`src/rtl/symfir_pkg.sv`:
```
package symfir_pkg;

  localparam int unsigned SMP_W_DEF  = 16;
  localparam int unsigned COEF_W_DEF = 18;
  localparam int unsigned ACC_W_DEF  = 48;
  localparam int unsigned PAIRS_DEF  = 3;

  // delay-line registers needed for a folded filter with the given pair count
  function automatic int unsigned line_depth(input int unsigned pairs);
    return 2 * pairs - 1;
  endfunction

  // width of a pre-added sample times a weight
  function automatic int unsigned prod_width(input int unsigned smp_w,
                                             input int unsigned coef_w);
    return smp_w + 1 + coef_w;
  endfunction

endpackage

```
`src/rtl/symfir_flow.sv`:
```
module symfir_flow (
  input  logic clk,
  input  logic rst,
  input  logic in_valid,
  input  logic out_ready,
  output logic in_ready,
  output logic out_valid,
  output logic step
);

  logic beat_q;

  assign in_ready  = !beat_q || out_ready;
  assign step      = in_valid && in_ready;
  assign out_valid = beat_q;

  always_ff @(posedge clk) begin
    if (rst)            beat_q <= 1'b0;
    else if (step)      beat_q <= 1'b1;
    else if (out_ready) beat_q <= 1'b0;
  end


  reset_idle_chk: assert property (@(posedge clk) $past(rst) |-> !out_valid);


  stall_block_chk: assert property (@(posedge clk) disable iff (rst)
    (out_valid && !out_ready) |-> !step);


  beat_after_accept_chk: assert property (@(posedge clk) disable iff (rst)
    step |=> out_valid);


  hold_valid_chk: assert property (@(posedge clk) disable iff (rst)
    (out_valid && !out_ready) |=> out_valid);


  drain_chk: assert property (@(posedge clk) disable iff (rst)
    (out_valid && out_ready && !in_valid) |=> !out_valid);

endmodule

```
`src/rtl/symfir_tapline.sv`:
```
module symfir_tapline #(
  parameter int unsigned SMP_W = 16,
  parameter int unsigned PAIRS = 3
) (
  input  logic                        clk,
  input  logic                        rst,
  input  logic                        step,
  input  logic [SMP_W-1:0]            din,
  output logic [PAIRS-1:0][SMP_W-1:0] near_op,
  output logic [SMP_W-1:0]            far_op
);

  localparam int unsigned DEPTH = symfir_pkg::line_depth(PAIRS);

  logic [DEPTH-1:0][SMP_W-1:0] line_q;

  always_ff @(posedge clk) begin
    if (rst) begin
      line_q <= '0;
    end else if (step) begin
      line_q[0] <= din;
      for (int i = 1; i < DEPTH; i++) line_q[i] <= line_q[i-1];
    end
  end

  // pair j reads the line two steps further along than pair j-1
  for (genvar j = 0; j < PAIRS; j++) begin : g_near
    if (j == 0) begin : g_head
      assign near_op[j] = din;
    end else begin : g_tap
      assign near_op[j] = line_q[2*j-1];
    end
  end

  // the far end of the line is the mirrored partner of every pair
  assign far_op = line_q[DEPTH-1];


  tap_hold_chk: assert property (@(posedge clk) disable iff (rst)
    !step |=> $stable(line_q));

  if (DEPTH > 1) begin : g_shift_chk

    tap_shift_chk: assert property (@(posedge clk) disable iff (rst)
      step |=> line_q[DEPTH-1] == $past(line_q[DEPTH-2]));
  end

endmodule

```
`src/rtl/symfir_mulstage.sv`:
```
module symfir_mulstage #(
  parameter int unsigned SMP_W  = 16,
  parameter int unsigned COEF_W = 18,
  parameter int unsigned PROD_W = symfir_pkg::prod_width(SMP_W, COEF_W)
) (
  input  logic                     clk,
  input  logic                     rst,
  input  logic                     step,
  input  logic [SMP_W-1:0]         op_a,
  input  logic [SMP_W-1:0]         op_b,
  input  logic [COEF_W-1:0]        weight,
  output logic signed [PROD_W-1:0] prod
);

  logic signed [SMP_W:0]    pre_q;
  logic signed [PROD_W-1:0] prod_q;

  always_ff @(posedge clk) begin
    if (rst) begin
      pre_q  <= '0;
      prod_q <= '0;
    end else if (step) begin
      pre_q  <= $signed({op_a[SMP_W-1], op_a}) + $signed({op_b[SMP_W-1], op_b});
      prod_q <= pre_q * $signed(weight);
    end
  end

  assign prod = prod_q;


  preadd_neg_chk: assert property (@(posedge clk) disable iff (rst)
    (step && op_a[SMP_W-1] && op_b[SMP_W-1]) |=> pre_q[SMP_W]);


  preadd_pos_chk: assert property (@(posedge clk) disable iff (rst)
    (step && !op_a[SMP_W-1] && !op_b[SMP_W-1]) |=> !pre_q[SMP_W]);

endmodule

```
`src/rtl/symfir_sumchain.sv`:
```
module symfir_sumchain #(
  parameter int unsigned PROD_W = 35,
  parameter int unsigned ACC_W  = 48,
  parameter int unsigned PAIRS  = 3
) (
  input  logic                         clk,
  input  logic                         rst,
  input  logic                         step,
  input  logic [PAIRS-1:0][PROD_W-1:0] prods,
  output logic [ACC_W-1:0]             total
);

  localparam int unsigned EXT_W = ACC_W - PROD_W;

  logic [PAIRS-1:0][ACC_W-1:0] part_q;
  logic [PAIRS-1:0][ACC_W-1:0] wide;

  for (genvar j = 0; j < PAIRS; j++) begin : g_stage
    assign wide[j] = {{EXT_W{prods[j][PROD_W-1]}}, prods[j]};
    if (j == 0) begin : g_first
      always_ff @(posedge clk) begin
        if (rst)       part_q[j] <= '0;
        else if (step) part_q[j] <= wide[j];
      end
    end else begin : g_next
      always_ff @(posedge clk) begin
        if (rst)       part_q[j] <= '0;
        else if (step) part_q[j] <= part_q[j-1] + wide[j];
      end
    end
  end

  assign total = part_q[PAIRS-1];


  chain_reset_chk: assert property (@(posedge clk) $past(rst) |-> total == '0);


  chain_hold_chk: assert property (@(posedge clk) disable iff (rst)
    !step |=> $stable(total));

endmodule

```
`src/rtl/symfir_top.sv`:
```
module symfir_top #(
  parameter int unsigned SMP_W  = symfir_pkg::SMP_W_DEF,
  parameter int unsigned COEF_W = symfir_pkg::COEF_W_DEF,
  parameter int unsigned ACC_W  = symfir_pkg::ACC_W_DEF,
  parameter int unsigned PAIRS  = symfir_pkg::PAIRS_DEF
) (
  input  logic                    clk,
  input  logic                    rst,
  input  logic                    in_valid,
  output logic                    in_ready,
  input  logic [SMP_W-1:0]        in_data,
  input  logic [PAIRS*COEF_W-1:0] coef_pack,
  output logic                    out_valid,
  input  logic                    out_ready,
  output logic [ACC_W-1:0]        out_data
);

  localparam int unsigned PROD_W = symfir_pkg::prod_width(SMP_W, COEF_W);

  logic                         step;
  logic [PAIRS-1:0][SMP_W-1:0]  near_op;
  logic [SMP_W-1:0]             far_op;
  logic [PAIRS-1:0][PROD_W-1:0] prods;

  symfir_flow u_flow (
    .clk       (clk),
    .rst       (rst),
    .in_valid  (in_valid),
    .out_ready (out_ready),
    .in_ready  (in_ready),
    .out_valid (out_valid),
    .step      (step)
  );

  symfir_tapline #(.SMP_W(SMP_W), .PAIRS(PAIRS)) u_line (
    .clk     (clk),
    .rst     (rst),
    .step    (step),
    .din     (in_data),
    .near_op (near_op),
    .far_op  (far_op)
  );

  for (genvar j = 0; j < PAIRS; j++) begin : g_pair
    logic signed [PROD_W-1:0] p;
    symfir_mulstage #(.SMP_W(SMP_W), .COEF_W(COEF_W), .PROD_W(PROD_W)) u_mul (
      .clk    (clk),
      .rst    (rst),
      .step   (step),
      .op_a   (near_op[j]),
      .op_b   (far_op),
      .weight (coef_pack[j*COEF_W +: COEF_W]),
      .prod   (p)
    );
    assign prods[j] = p;
  end

  symfir_sumchain #(.PROD_W(PROD_W), .ACC_W(ACC_W), .PAIRS(PAIRS)) u_sum (
    .clk   (clk),
    .rst   (rst),
    .step  (step),
    .prods (prods),
    .total (out_data)
  );


  stall_data_chk: assert property (@(posedge clk) disable iff (rst)
    (out_valid && !out_ready) |=> $stable(out_data));

endmodule

```
`config.mk`:
```
export PLATFORM = sky130hd
export DESIGN_NAME = symfir_top
export DESIGN_NICKNAME = d
export VERILOG_FILES = /design/src/rtl/symfir_pkg.sv /design/src/rtl/symfir_flow.sv /design/src/rtl/symfir_tapline.sv /design/src/rtl/symfir_mulstage.sv /design/src/rtl/symfir_sumchain.sv /design/src/rtl/symfir_top.sv
export SDC_FILE = /design/constraint.sdc
export NUM_CORES = 2
export LEC_CHECK = 0
export BUFFER_PORTS_ARGS = -buffer_cell sky130_fd_sc_hd__buf_4
export CORE_MARGIN = 2
export CORE_UTILIZATION = 55
export DETAILED_ROUTE_END_ITERATION = 10
export PLACE_DENSITY = 0.77
export SKIP_LAST_GASP = 1
export SYNTH_ARGS = -nofsm -noshare
export SYNTH_HDL_FRONTEND = slang
export SYNTH_HIERARCHICAL = 1
export SYNTH_SLANG_ARGS = --single-unit
export TNS_END_PERCENT = 5
```
`constraint.sdc`:
```
create_clock -name clk -period 8.4 [get_ports clk]
set_clock_uncertainty 0.05 [all_clocks]
set_input_delay 1.68 -clock clk [delete_from_list [all_inputs] [get_ports clk]]
set_output_delay 1.68 -clock clk [all_outputs]
set_load 0.05 [all_outputs]
```
==> results.sh <==
export IMPL_run_status="finished clean"
export IMPL_worstMarginPinSlew_ns=1.12
export IMPL_hold_buffers=0
export IMPL_swShare_pct=42.3
export IMPL_h_tree_depth=2
export IMPL_cts_tree="yes"
export IMPL_regToRegEndpoint="g_pair[0].u_mul/prod[30]$_SDFFE_PP0P_"
export IMPL_cellPowerDensity_nw_per_um2=137
export IMPL_die_y_um=315
export IMPL_cap_violations=0
export IMPL_crit_top_cell="fa_1"
export IMPL_fin_nets=7113
export IMPL_cp_arrival_ns=7.86
export IMPL_period_needed_ns=7.44
export IMPL_crit_buf_inv=6
export IMPL_yosys_most_used_dff="dfxtp_1"
export IMPL_setup_violations=0
export IMPL_postCtsSetupBuffers=0
export IMPL_yosys_warnings=6
export IMPL_seqCellArea_um2=7130
export IMPL_grt_pass1_wl_um=215000
export IMPL_grt_setup_unrepaired="no"
export IMPL_path_max_fanout=17
export IMPL_syn_inst=5873
export IMPL_ys_seq_area_share_pct=13.4
export IMPL_power_mw=7.59
export IMPL_slowest_delay_ns=0.55
export IMPL_start_util_pct=55.3
export IMPL_drt_pass1_iterations=6
export IMPL_power_frac_clock_pct=24.0
export IMPL_antenna_cells=0
export IMPL_holdCritPathClass="reg2reg"
export IMPL_fmax_mhz=134
export IMPL_gp_congestion=0.892
export IMPL_wire_per_inst_um=18.7
export IMPL_internal_power_mw=4.38
export IMPL_ir_drop_v=0.000221
export IMPL_crit_path_end_kind="flop"
export IMPL_r2r_cells=21
export IMPL_crit_chain="buf_4, nand2_1, inv_1, fa_1, inv_1, fa_1, inv_1, fa_1, fa_1, fa_1, inv_1, fa_1, inv_1, ha_1, o21a_1, o21a_1, o21ai_0, a21oi_1, nor2_1, o2111ai_1, a311oi_1, nor3_1, o21a_1"
export IMPL_antenna_found_initial=2
export IMPL_syn_area_um2=53300
export IMPL_setup_tns_ns=0
export IMPL_async_flop_share_pct=0
export IMPL_crit_required_ns=8.82
export IMPL_finalWorstSetupSlack_ns=0.956
export IMPL_synth_enable_flop_cells=0
export IMPL_layout_drive_gt1_share_pct=5.06
export IMPL_slew_violations=0
export IMPL_core_um2=96300
export IMPL_clk_path_buf_depth=3
export IMPL_synth_largest_area_cell="fa_1"
export IMPL_grt_pass1_vias=41500
export IMPL_synth_cell_types=111
export IMPL_rows=114
export IMPL_regToRegSetupSlack_ns=1.33
export IMPL_gr_total_overflow=0
export IMPL_whs_path_depth=2
export IMPL_synth_most_common_cell="inv_1"
export IMPL_synth_nets=7265
export IMPL_cp_slowest_cell="fa_1"
export IMPL_r2r_start="g_pair[0].u_mul/pre_q[4]$_SDFFE_PP0P_"
export IMPL_clk_latency_ns=0.60
export IMPL_routed_wl_um=131000
export IMPL_seq_power_share_pct=25.7
export IMPL_synth_area_leaders="fa_1, dfxtp_1, ha_1"
export IMPL_die_area_um2=99300
export IMPL_ioPinCount=124
export IMPL_crit_family="adder cells"
export IMPL_yosys_area_top_type_share_pct=35.3
export IMPL_p_leak_nw=28.2
export IMPL_ys_ff_latch=356
export IMPL_hpwlAfterDp_um=104000
export IMPL_postCtsResizedCells=0
export IMPL_criticalPathCategory="in2reg"
export IMPL_period_share_pct=88.6
export IMPL_root_buffer="clkbuf_16"
export IMPL_worstHoldEndpoint="u_sum/total[19]$_SDFFE_PP0P_"
export IMPL_die_w_um=315
export IMPL_via_per_inst=5.59
export IMPL_multi_input_comb_area_um2=40400
export IMPL_critPathLaunchType="input pin"
export IMPL_hp_start="u_sum/total[19]$_SDFFE_PP0P_"
export IMPL_drc=0
export IMPL_area_growth_pct=4.35
export IMPL_drt_iter0_drc=2769
export IMPL_io_buffers=123
export IMPL_via_count=39300
export IMPL_p_switching_mw=3.21
export IMPL_finalHoldViolCount=0
export IMPL_syn_avg_cell_area_um2=9.07
export IMPL_grt_max_degree=147
export IMPL_power_frac_comb_pct=50.3
export IMPL_relSlewSlack_pct=25.0
export IMPL_clkTransAtPathRegs_ns=0.07
export IMPL_clkSinkCount=356
export IMPL_place_ws_ns=0.439
export IMPL_antenna_left=0
export IMPL_cts_buffers=37
export IMPL_synth_common_cells="inv_1, fa_1, nand2_1"
export IMPL_n_fill_cell=8292
export IMPL_track_usage_pct=27.1
[sequential cells by signal, indices dropped and copies added, names as in the netlist]
name / flops
u_line/near_op: 32
g_pair.u_mul/prod: 105
u_sum/total: 48
u_sum/part_q: 71
u_flow/out_valid: 1
u_line/line_q: 32
u_line/far_op: 16
g_pair.u_mul/pre_q: 51
[per-stage QoR]
step	utilization, %	area [um^2]	std cells	hold WS (ns)
CTS	57.7	55600	7024	0.405
floorplan	-	53300	5873	0.376
finish	57.7	55600	7024	0.400
detailed placement	56.3	54200	6958	0.394
global route	57.7	55600	7024	0.425
global placement	56.3	54200	6958	0.389
[placed cells by master (no fill, tap or decap), drive strengths merged, types with 54 or more instances in the layout]
master  netlist  layout
a21o         92      92
a21oi       197     197
and2        448     448
buf         152     156
dfxtp       356     356
fa          938     938
ha          380     380
inv        1030    1032
mux2i       220     220
nand2       570     570
nand2b       54      54
nor2        404     404
nor3         58      58
o21ai       125     125
xnor2       120     120
xor2         56      56
[power by group through the flow]
stage | logic (mW) | registers, mW | clock network (mW)
2_1_floorplan | 2.93 | 1.91 | 0
3_3_place_gp | 3.69 | 1.99 | 0
5_1_grt | 4.28 | 1.96 | 1.92
4_1_cts | 3.80 | 1.95 | 1.85
6_report | 3.82 | 1.95 | 1.82
3_5_place_dp | 3.76 | 1.99 | 0
[worst max path at each step]
| stage | startpoint | end | slack, ns | depth (start not counted) |
|---|---|---|---|---|
| finish | coef_pack[17] | g_pair[0].u_mul/prod[30]$_SDFFE_PP0P_ | 0.96 | 23 |
| global route | coef_pack[17] | g_pair[0].u_mul/prod[30]$_SDFFE_PP0P_ | 0.53 | 23 |
| CTS | coef_pack[17] | g_pair[0].u_mul/prod[30]$_SDFFE_PP0P_ | 1.00 | 23 |
| detailed placement | coef_pack[17] | g_pair[0].u_mul/prod[31]$_SDFFE_PP0P_ | 0.44 | 22 |
| global placement | coef_pack[17] | g_pair[0].u_mul/prod[31]$_SDFFE_PP0P_ | 0.50 | 21 |
| floorplan | coef_pack[35] | g_pair[1].u_mul/prod[32]$_SDFFE_PP0P_ | 0.79 | 18 |
[cells by family after synthesis]
family	Yosys count	share of synthesized area [%]
muxes	221	4.16
and+or+nand+nor	1727	15.8
AOI/OAI and AO/OA	697	8.88
DFF	356	13.4
adders and majority gates	1318	44.2
buffers and inverters	1378	10.7
xor gates and xnor gates	176	2.89
[layer usage]
layer  track usage [%]  share of wire (%)  vias up
met3              3.12                5.7      272
li1                  -                  -    18000
met1              34.8                 40    19800
met2              47.7                 51     1226
met4              8.53                3.2        2
met5                 0              0.015        -
[worst reg2reg max path, stage by stage, from the launching register on]
cell	delay [ns]
dfxtp_1	0.93
and2_1	0.28
fa_1	0.40
inv_1	0.26
fa_1	0.50
inv_1	0.41
fa_1	0.50
fa_1	0.47
fa_1	0.55
inv_1	0.05
fa_1	0.53
inv_1	0.04
ha_1	0.37
o21a_1	0.20
o21a_1	0.17
o21ai_0	0.27
a21oi_1	0.08
nor2_1	0.14
o2111ai_1	0.15
a311oi_1	0.34
nor3_1	0.09
o21a_1	0.19
[cell type report]
type | instances | area share [%]
Clock buffer | 42 | 1.77
Clock inverter | 24 | 0.669
Inverter | 1031 | 6.96
Multi-Input combinational cell | 4139 | 72.7
Sequential cell | 356 | 12.8
Tap cell | 1276 | 2.87
Timing Repair Buffer | 156 | 2.17
No activity file was read; power rests on OpenSTA's default activity.
